**src/rtl/cfgp_pkg.sv**
```systemverilog
package cfgp_pkg;
  localparam logic [7:0] KEY_ARM     = 8'h51;
  localparam logic [7:0] KEY_OPEN    = 8'h23;
  localparam logic [7:0] KEY_LOCK    = 8'hBB;

  localparam logic [7:0] IX_SOFTRST  = 8'h02;
  localparam logic [7:0] IX_GPIOSEL  = 8'h03;
  localparam logic [7:0] IX_DEVSEL   = 8'h07;
  localparam logic [7:0] IX_BANK_LO  = 8'h30;
  localparam logic [7:0] IX_ACT      = 8'h30;
  localparam logic [7:0] IX_BASE_HI  = 8'h60;
  localparam logic [7:0] IX_BASE_LO  = 8'h61;
  localparam logic [7:0] IX_IRQ      = 8'h70;
  localparam logic [7:0] IX_AUX      = 8'h72;
  localparam logic [7:0] IX_DMA      = 8'h74;
  localparam logic [7:0] IX_MODE0    = 8'hF0;

  typedef enum logic [1:0] {KEY_IDLE, KEY_ARMED, KEY_OPEN_ST} key_state_e;

  // per-device indices start at the bank floor
  function automatic logic is_bank_index(input logic [7:0] ix);
    return ix >= IX_BANK_LO;
  endfunction

  // true when ix falls in the mode-byte window of n entries
  function automatic logic is_mode_index(input logic [7:0] ix, input int unsigned n);
    return (ix >= IX_MODE0) && ((32'(ix) - 32'(IX_MODE0)) < n);
  endfunction

  // keep only the fields that the I/O address select holds
  function automatic logic [7:0] gpio_view(input logic en, input logic [1:0] sel);
    return {en, 5'b00000, sel};
  endfunction
endpackage

```
**src/rtl/cfgp_key_unlock.sv**
```systemverilog
module cfgp_key_unlock
  import cfgp_pkg::*;
(
  input  logic       clk,
  input  logic       rst_n,
  input  logic       idx_wr_i,
  input  logic [7:0] byte_i,
  output logic       cfg_on_o,
  output logic       lock_evt_o
);
  key_state_e st_q, st_d;

  always_comb begin
    st_d = st_q;
    if (idx_wr_i) begin
      case (st_q)
        KEY_IDLE:    st_d = (byte_i == KEY_ARM) ? KEY_ARMED : KEY_IDLE;
        KEY_ARMED:   st_d = (byte_i == KEY_OPEN) ? KEY_OPEN_ST :
                            (byte_i == KEY_ARM)  ? KEY_ARMED   : KEY_IDLE;
        KEY_OPEN_ST: st_d = (byte_i == KEY_LOCK) ? KEY_IDLE : KEY_OPEN_ST;
        default:     st_d = KEY_IDLE;
      endcase
    end
  end

  always_ff @(posedge clk or negedge rst_n) begin
    if (!rst_n) st_q <= KEY_IDLE;
    else        st_q <= st_d;
  end

  assign cfg_on_o   = (st_q == KEY_OPEN_ST);
  assign lock_evt_o = idx_wr_i && cfg_on_o && (byte_i == KEY_LOCK);

  assert_enter_byte_R1: assert property (@(posedge clk) disable iff (!rst_n)
    $rose(cfg_on_o) |-> $past(idx_wr_i && byte_i == KEY_OPEN));

  assert_enter_armed_R9: assert property (@(posedge clk) disable iff (!rst_n)
    $rose(cfg_on_o) |-> $past(st_q == KEY_ARMED));

  assert_lock_exit_R2: assert property (@(posedge clk) disable iff (!rst_n)
    lock_evt_o |=> !cfg_on_o);
endmodule

```
**src/rtl/cfgp_dev_bank.sv**
```systemverilog
module cfgp_dev_bank
  import cfgp_pkg::*;
#(
  parameter int MODE_REGS = 5,
  parameter bit HAS_AUX   = 1'b0
) (
  input  logic                   clk,
  input  logic                   rst_n,
  input  logic                   clr_i,
  input  logic                   wr_i,
  input  logic [7:0]             idx_i,
  input  logic [7:0]             wdata_i,
  output logic [7:0]             rdata_o,
  output logic                   act_o,
  output logic [15:0]            base_o,
  output logic [7:0]             irq_o,
  output logic [7:0]             dma_o,
  output logic [7:0]             aux_o,
  output logic [MODE_REGS*8-1:0] mode_o
);
  localparam int SLOT_W = $clog2(MODE_REGS);

  logic                          act_q;
  logic [15:0]                   base_q;
  logic [7:0]                    irq_q, dma_q, aux_q;
  logic [MODE_REGS-1:0][7:0]     mode_q;
  logic [SLOT_W-1:0]             slot;
  logic                          in_mode;

  assign slot    = SLOT_W'(idx_i - IX_MODE0);
  assign in_mode = is_mode_index(idx_i, MODE_REGS);

  always_ff @(posedge clk or negedge rst_n) begin
    if (!rst_n) begin
      act_q <= 1'b0; base_q <= '0; irq_q <= '0; dma_q <= '0; aux_q <= '0; mode_q <= '0;
    end else if (clr_i) begin
      act_q <= 1'b0; base_q <= '0; irq_q <= '0; dma_q <= '0; aux_q <= '0; mode_q <= '0;
    end else if (wr_i) begin
      case (idx_i)
        IX_ACT:     act_q        <= wdata_i[0];
        IX_BASE_HI: base_q[15:8] <= wdata_i;
        IX_BASE_LO: base_q[7:0]  <= wdata_i;
        IX_IRQ:     irq_q        <= wdata_i;
        IX_DMA:     dma_q        <= wdata_i;
        IX_AUX:     if (HAS_AUX) aux_q <= wdata_i;
        default:    if (in_mode) mode_q[slot] <= wdata_i;
      endcase
    end
  end

  always_comb begin
    case (idx_i)
      IX_ACT:     rdata_o = {7'd0, act_q};
      IX_BASE_HI: rdata_o = base_q[15:8];
      IX_BASE_LO: rdata_o = base_q[7:0];
      IX_IRQ:     rdata_o = irq_q;
      IX_DMA:     rdata_o = dma_q;
      IX_AUX:     rdata_o = HAS_AUX ? aux_q : 8'h00;
      default:    rdata_o = in_mode ? mode_q[slot] : 8'h00;
    endcase
  end

  assign act_o  = act_q;
  assign base_o = base_q;
  assign irq_o  = irq_q;
  assign dma_o  = dma_q;
  assign aux_o  = aux_q;
  assign mode_o = mode_q;

  assert_bank_hold_R4: assert property (@(posedge clk) disable iff (!rst_n)
    (!wr_i && !clr_i) |=> $stable({act_o, base_o, irq_o, dma_o, aux_o, mode_o}));

  assert_aux_store_R5: assert property (@(posedge clk) disable iff (!rst_n)
    (HAS_AUX && wr_i && !clr_i && idx_i == IX_AUX) |=> (aux_o == $past(wdata_i)));
endmodule

```
**src/rtl/keyed_cfg_port.sv**
```systemverilog
module keyed_cfg_port
  import cfgp_pkg::*;
#(
  parameter int NUM_DEV   = 9,
  parameter int MODE_REGS = 5,
  parameter int AUX_DEV   = 7
) (
  input  logic                           clk,
  input  logic                           rst_n,
  input  logic                           bus_addr,
  input  logic                           bus_wr,
  input  logic                           bus_rd,
  input  logic [7:0]                     bus_wdata,
  output logic [7:0]                     bus_rdata,
  output logic                           cfg_mode,
  output logic [NUM_DEV-1:0]             dev_active,
  output logic [NUM_DEV*16-1:0]          dev_base,
  output logic [NUM_DEV*8-1:0]           dev_irq,
  output logic [NUM_DEV*8-1:0]           dev_dma,
  output logic [7:0]                     aux_irq,
  output logic [NUM_DEV*MODE_REGS*8-1:0] dev_mode,
  output logic                           gpio_en,
  output logic [1:0]                     gpio_sel
);
  localparam int SEL_W  = $clog2(NUM_DEV);
  localparam int MODE_W = MODE_REGS * 8;

  logic       idx_wr, dat_wr, cfg_on, lock_evt;
  logic       cfg_dat_wr, softrst_evt, bank_evt, sel_ok;
  logic [7:0] index_q, sel_q, rd_val;
  logic       gpio_en_q;
  logic [1:0] gpio_sel_q;
  logic [NUM_DEV-1:0] bank_wr;
  logic [7:0] bank_rd  [NUM_DEV];
  logic [7:0] bank_aux [NUM_DEV];

  assign idx_wr      = bus_wr && !bus_addr;
  assign dat_wr      = bus_wr &&  bus_addr;
  assign cfg_dat_wr  = cfg_on && dat_wr;
  assign softrst_evt = cfg_dat_wr && (index_q == IX_SOFTRST) && bus_wdata[0];
  assign bank_evt    = cfg_dat_wr && is_bank_index(index_q);
  assign sel_ok      = 32'(sel_q) < NUM_DEV;

  cfgp_key_unlock u_key (
    .clk(clk), .rst_n(rst_n), .idx_wr_i(idx_wr), .byte_i(bus_wdata),
    .cfg_on_o(cfg_on), .lock_evt_o(lock_evt)
  );

  // index register, device selector and I/O address select
  always_ff @(posedge clk or negedge rst_n) begin
    if (!rst_n) begin
      index_q <= '0; sel_q <= '0; gpio_en_q <= 1'b0; gpio_sel_q <= '0;
    end else begin
      if (idx_wr && cfg_on && !lock_evt) index_q <= bus_wdata;
      if (cfg_dat_wr && index_q == IX_DEVSEL) sel_q <= bus_wdata;
      if (cfg_dat_wr && index_q == IX_GPIOSEL) begin
        gpio_en_q  <= bus_wdata[7];
        gpio_sel_q <= bus_wdata[1:0];
      end
    end
  end

  for (genvar d = 0; d < NUM_DEV; d++) begin : g_bank
    assign bank_wr[d] = bank_evt && (32'(sel_q) == d);
    cfgp_dev_bank #(.MODE_REGS(MODE_REGS), .HAS_AUX(d == AUX_DEV)) u_bank (
      .clk(clk), .rst_n(rst_n), .clr_i(softrst_evt), .wr_i(bank_wr[d]),
      .idx_i(index_q), .wdata_i(bus_wdata), .rdata_o(bank_rd[d]),
      .act_o(dev_active[d]), .base_o(dev_base[d*16 +: 16]),
      .irq_o(dev_irq[d*8 +: 8]), .dma_o(dev_dma[d*8 +: 8]),
      .aux_o(bank_aux[d]), .mode_o(dev_mode[d*MODE_W +: MODE_W])
    );
  end

  always_comb begin
    aux_irq = 8'h00;
    for (int d = 0; d < NUM_DEV; d++) aux_irq = aux_irq | bank_aux[d];
  end

  always_comb begin
    if (!cfg_on)                     rd_val = 8'hFF;
    else if (!bus_addr)              rd_val = index_q;
    else if (is_bank_index(index_q)) rd_val = sel_ok ? bank_rd[sel_q[SEL_W-1:0]] : 8'h00;
    else begin
      case (index_q)
        IX_DEVSEL:  rd_val = sel_q;
        IX_GPIOSEL: rd_val = gpio_view(gpio_en_q, gpio_sel_q);
        default:    rd_val = 8'h00;
      endcase
    end
    bus_rdata = bus_rd ? rd_val : 8'h00;
  end

  assign cfg_mode = cfg_on;
  assign gpio_en  = gpio_en_q;
  assign gpio_sel = gpio_sel_q;

  assert_bank_onehot_R3: assert property (@(posedge clk) disable iff (!rst_n)
    $onehot0(bank_wr));

  assert_locked_hold_R8: assert property (@(posedge clk) disable iff (!rst_n)
    (!cfg_mode && dat_wr) |=> ($stable(dev_active) && $stable(dev_base) &&
                               $stable(dev_mode) && $stable(gpio_sel)));

  assert_softrst_clear_R6: assert property (@(posedge clk) disable iff (!rst_n)
    softrst_evt |=> (dev_active == '0 && dev_base == '0 && dev_irq == '0 &&
                     dev_mode == '0 && aux_irq == 8'h00));
endmodule

```
**config.mk**
```make
export PLATFORM = sky130hd
export DESIGN_NAME = keyed_cfg_port
export DESIGN_NICKNAME = d
export VERILOG_FILES = /design/src/rtl/cfgp_pkg.sv /design/src/rtl/cfgp_key_unlock.sv /design/src/rtl/cfgp_dev_bank.sv /design/src/rtl/keyed_cfg_port.sv
export SDC_FILE = /design/constraint.sdc
export NUM_CORES = 1
export LEC_CHECK = 0
export ABC_CLOCK_PERIOD_IN_PS = 5400
export BUFFER_PORTS_ARGS = -buffer_cell sky130_fd_sc_hd__buf_2
export CAP_MARGIN = 20
export CORE_ASPECT_RATIO = 2
export CORE_MARGIN = 5
export CORE_UTILIZATION = 58
export DETAILED_ROUTE_END_ITERATION = 8
export GPL_TIMING_DRIVEN = 0
export PLACE_DENSITY = 0.83
export SETUP_SLACK_MARGIN = 0.3
export SLEW_MARGIN = 20
export SYNTH_ARGS = -nofsm -noshare
export SYNTH_HDL_FRONTEND = slang
export SYNTH_HIERARCHICAL = 1
export SYNTH_SLANG_ARGS = --single-unit
export TNS_END_PERCENT = 1
```
**constraint.sdc**
```tcl
create_clock -name clk -period 5.4 [get_ports clk]
set_input_delay 1.35 -clock clk [delete_from_list [all_inputs] [get_ports clk]]
set_output_delay 1.35 -clock clk [all_outputs]
set_load 0.1 [all_outputs]
```
======== Word level (Yosys, flattened, before mapping) ========
Index checks and enable logic that the tools add are counted.
word-level totals
  register bits after elaboration ......... 686
  output and inout bits ................... 677
  input bits .............................. 13
operators by class
  bitwise gates (word level) .............. 1
  mux-type cells .......................... 176
  reduce and logical (&&, ||, !) cells .... 98
  $add $sub $neg .......................... 2
  equal/unequal tests ..................... 23
  magnitude comparators ................... 7
operators with widths
  cell                 count
  $mux 40              36
  $mux 8               69
  $pmux 8 s6           9
  $bwmux 40            9
  $mux 16              18
  $bmux 8 s3           9
  $reduce_and 2->1     46
  $eq 8x7->1 const B   6
  $eq 8x3->1 const B   5
  $bmux 8 s4           1
  $eq 8x2->1 const B   4
  $lt 32x3->1 const B  1
  $reduce_bool 2->1    16
  $reduce_and 3->1     9
  $demux 8 s3          1
  $logic_and 1x1->1    22
  $mux 1               20
  $eq 8x6->1 const B   2
  $pmux 8 s2           1
  $sub 8x8->9 const B  1
  $eq 8x1->1 const B   1
  $eq 8x4->1 const B   1
  $eq 8x8->1 const B   1
  $ge 8x6->1 const B   1
  16 further kinds     18

======== Logic depth before layout (Yosys ltp) ========
  depth in word-level cells ............... 13
  depth in mapped cells ................... 11

======== By module ========
The synthesis kept the hierarchy.
modules (own cells, without submodules)
  module                                sequential area each (µm²)  area each (µm²)  cells an instance  instances
  cfgp_dev_bank (g_bank[0].u_bank ...)  1,826.8                     4,331.7          416                7
  cfgp_dev_bank (g_bank[7].u_bank)      2,026.9                     4,270.3          414                1
  cfgp_dev_bank (g_bank[8].u_bank)      1,826.8                     4,045.1          370                1
  keyed_cfg_port                        475.5                       1,974.4          224                1
  cfgp_key_unlock                       50.0                        170.2            18                 1

======== Worst setup path after synthesis ========
OpenSTA, ideal clock, no wires.
  kind .................................... reg2out
  start point ............................. register index_q[0]
  end point ............................... output port bus_rdata[6]
  stages on the path, launching flop included .. 11
  data required time ...................... 4,050 ps
  arrival time ............................ 5,556 ps
  path slack .............................. -1,506 ps
  path through ............................ dfrtp_1 -> buf_6 -> clkbuf_1 -> mux2_2 -> a21oi_1 -> a211o_1 -> o21ai_0 -> mux2i_1 -> nor3b_1 -> nor2_1 -> o41ai_1
RTL lines
  item                    line                  text
  start, declared         keyed_cfg_port.sv:30  logic [7:0] index_q, sel_q, rd_val;
  start signal, assigned  keyed_cfg_port.sv:54  if (idx_wr && cfg_on && !lock_evt) index_q <= bus_wdata;
  end, declared           keyed_cfg_port.sv:14  output logic [7:0] bus_rdata,

==> flow_summary.ini <==
[routing]
wl_per_cell_um = 30.7
drtIter0Drc = 3734
drc_errors = 0
viasPerCell = 6.86
finalWirelength_mm = 177
dr.pass1.iters = 9
ant_nets = 0
vias = 39596

[synthesis]
synth_async_sr_flop_share_pct = 100
synth_area_um2 = 40800
synth_seq_cells = 686
syn_inst = 3938
synth.distinct_cells = 87
synth_seq_area_share_pct = 42.1
ys.flop_type = dfrtp_1
synth_area_per_cell_um2 = 10.4
synth-edff-count = 0
ys_warn_count = 6

[floorplanning]
die_w_um = 198
core_um2 = 69800
dieHeight_um = 385
start_util_pct = 58.5
rows = 137
die_area_um2 = 76000
ios = 690

[global_route]
grt_overflow = 0
grt_pass1_wl_mm = 257
grt_use_met2_pct = 72.1
grt_use_met3_pct = 13.3
grt_usage_pct = 44.3
met1_usage_pct = 47.4
grt_pass1_vias = 40157
grt_busiest_layer = met2
grt_start_max_net_pins = 101
antenna_found_initial = 7

[clocking]
clk_pin_slew_ns = 0.06
clock-sinks = 686
hold_buffers = 0
root_buffer = clkbuf_16
cts_max_path_buffers = 3
cts_tree = done
clk_latency_ns = 0.68
htree_levels = 2
numCtsBuffers = 60

[timing]
finalHoldViolCount = 0
slew_headroom_pct = 34.8
drv_slew = 0
period_share_pct = 95.9
fmax_mhz = 193
period_minus_slack_ns = 5.18
fin_ws_ns = 0.223
fin_skew_ns = 0.0251
finalSetupViolCount = 0
max_slew.worst_pin.slew_ns = 0.978
rsz0062_at_grt = yes
holdWs_ns = 0.537

[setup_path]
cp.arrival_ns = 3.83
path_max_fanout = 10
cp-end-kind = output pin
crit_required_ns = 4.05
start_kind = flop
worst-setup-path-type = reg2out
r2r_setup_slack_ns = 1.27

[run]
drv_cap = 0

[status]
run_status = finished clean

[power_and_ir_drop]
ir_drop_mv = 0.278
powerDensity_nw_per_um2 = 260
leakage_uw = 0.0259

[placed_design]
io_buffers = 688
dp_slack_ns = -0.367
hpwl_mm = 126
routabilityCongestion = 1.00

[final_layout]
fill_cells = 5215
final_cell_mix = buf_2 (780), dfrtp_1 (678), mux2i_1 (477)
syn_to_final_growth_pct = 23.1
final_common_cell = buf_2
layout-drive-gt1-share_pct = 32.8
fin_nets = 4831

[hold_path]
hold_path.class = reg2reg
## worst max-delay path, cell delays in order, from the launching register on
cell      delay (ns)
dfrtp_4         0.49
buf_12          0.14
buf_8           0.16
buf_4           0.17
buf_2           0.31
mux2_2          0.39
o22ai_1         0.45
o221ai_1        0.19
mux2i_1         0.26
a22oi_1         0.12
nand4_1         0.19
a21oi_2         0.07
buf_6           0.19
## kinds of logic after synthesis
logic type / synth area share (%)
AOI/OAI and AO/OA: 14.1
and+or+nand+nor: 19.6
DFF: 42.1
muxes: 17.3
buffers and inverters: 6.81
other: 0.0736
## area by class of cell
class	instances	area (µm²)	share of cell area, %
Antenna cell	5	12.5	0.0249
Buffer	464	2830	5.63
Clock buffer	78	1660	3.30
Clock inverter	34	527	1.05
Inverter	32	131	0.262
Multi-Input combinational cell	2812	22200	44.2
Sequential cell	686	17200	34.3
Tap cell	903	1130	2.25
Timing Repair Buffer	762	4540	9.04
## cells in the mapped netlist (15+ instances only)
master     count  area (µm²)
mux2i_1      480        4800
nand4_1      245        1530
buf_2        124         621
o22ai_1       68         425
nor4bb_1      22         220
buf_6         36         405
nand2b_1     357        2230
dfrtp_1      686       17200
inv_1         31         116
and4b_1       27         270
and3b_1       32         280
a21oi_1      265        1330
buf_4        106         796
o2111ai_1     50         438
o31ai_1      221        1660
nand4b_1      17         149
nor3b_1       20         150
o21ai_0       22         110
mux2_2       195        2200
o221ai_1      51         447
nor2b_1       28         175
a22oi_1       62         465
nand2_1       51         191
clkbuf_1     156         586
nor2_1       206         773
o311ai_0      15         131
nand3_1       69         345
buf_1         33         124
## sequential cells by signal, summed over array words and instances (netlist names)
name,flops
g_bank.u_bank/mode_o,360
g_bank.u_bank/base_o,144
g_bank.u_bank/dma_o,72
g_bank.u_bank/irq_o,72
g_bank.u_bank/act_o,9
g_bank.u_bank/aux_o,8
index_q,8
sel_q,8
gpio_sel,2
u_key/st_q,2
gpio_en,1
## through the flow
| stage | cell area, µm² | setup TNS [ns] | std cells | utilization [%] | total power, µW |
|---|---|---|---|---|---|
| after global routing | 50200 | 0 | 5771 | 71.9 | 13400 |
| after CTS | 49300 | 0 | 5744 | 70.7 | 12800 |
| after detailed placement | 46000 | -0.534 | 5600 | 66.0 | 7730 |
| after global placement | 45600 | -7855.92 | 5585 | 65.3 | 7660 |
| after floorplan | 41000 | 0 | 3994 | - | 6890 |
| final | 50200 | 0 | 5776 | 72.0 | 13100 |
## where the power goes
part | internal, µW | switching (µW)
sequential | 5180 | 71.8
clock | 2750 | 2180
combinational | 915 | 1970
total | 8850 | 4220
## repair_timing
action | 4_1_cts | 5_1_grt
gates resized for setup | 159 | 141
setup endpoints to repair | 8 | 8
pin swaps | 17 | 39
setup buffers | 31 | 25
cloned | 1 | 2
## final timing paths
check,start,endpoint,cells after the start
setup / recovery,index_q[0]$_DFFE_PN0P_,bus_rdata[7],12
hold / removal,u_key/st_q[0]$_DFFE_PN0P_,u_key/st_q[0]$_DFFE_PN0P_,2
setup reg to reg,index_q[6]$_DFFE_PN0P_,g_bank[7].u_bank/mode_o[9]$_DFFE_PN0P_,11
hold reg to reg,u_key/st_q[0]$_DFFE_PN0P_,u_key/st_q[0]$_DFFE_PN0P_,2
max in group asynchronous,rst_n,g_bank[0].u_bank/mode_o[29]$_DFFE_PN0P_,4
min in group asynchronous,rst_n,g_bank[8].u_bank/irq_o[4]$_DFFE_PN0P_,1
## layer usage
layer | up-vias | wire (µm)
met1 | 19330 | 55400
met5 | - | 40
met3 | 951 | 20100
li1 | 16390 | -
met2 | 2919 | 82600
met4 | 6 | 19000
Power figures use the tool's default switching activity.
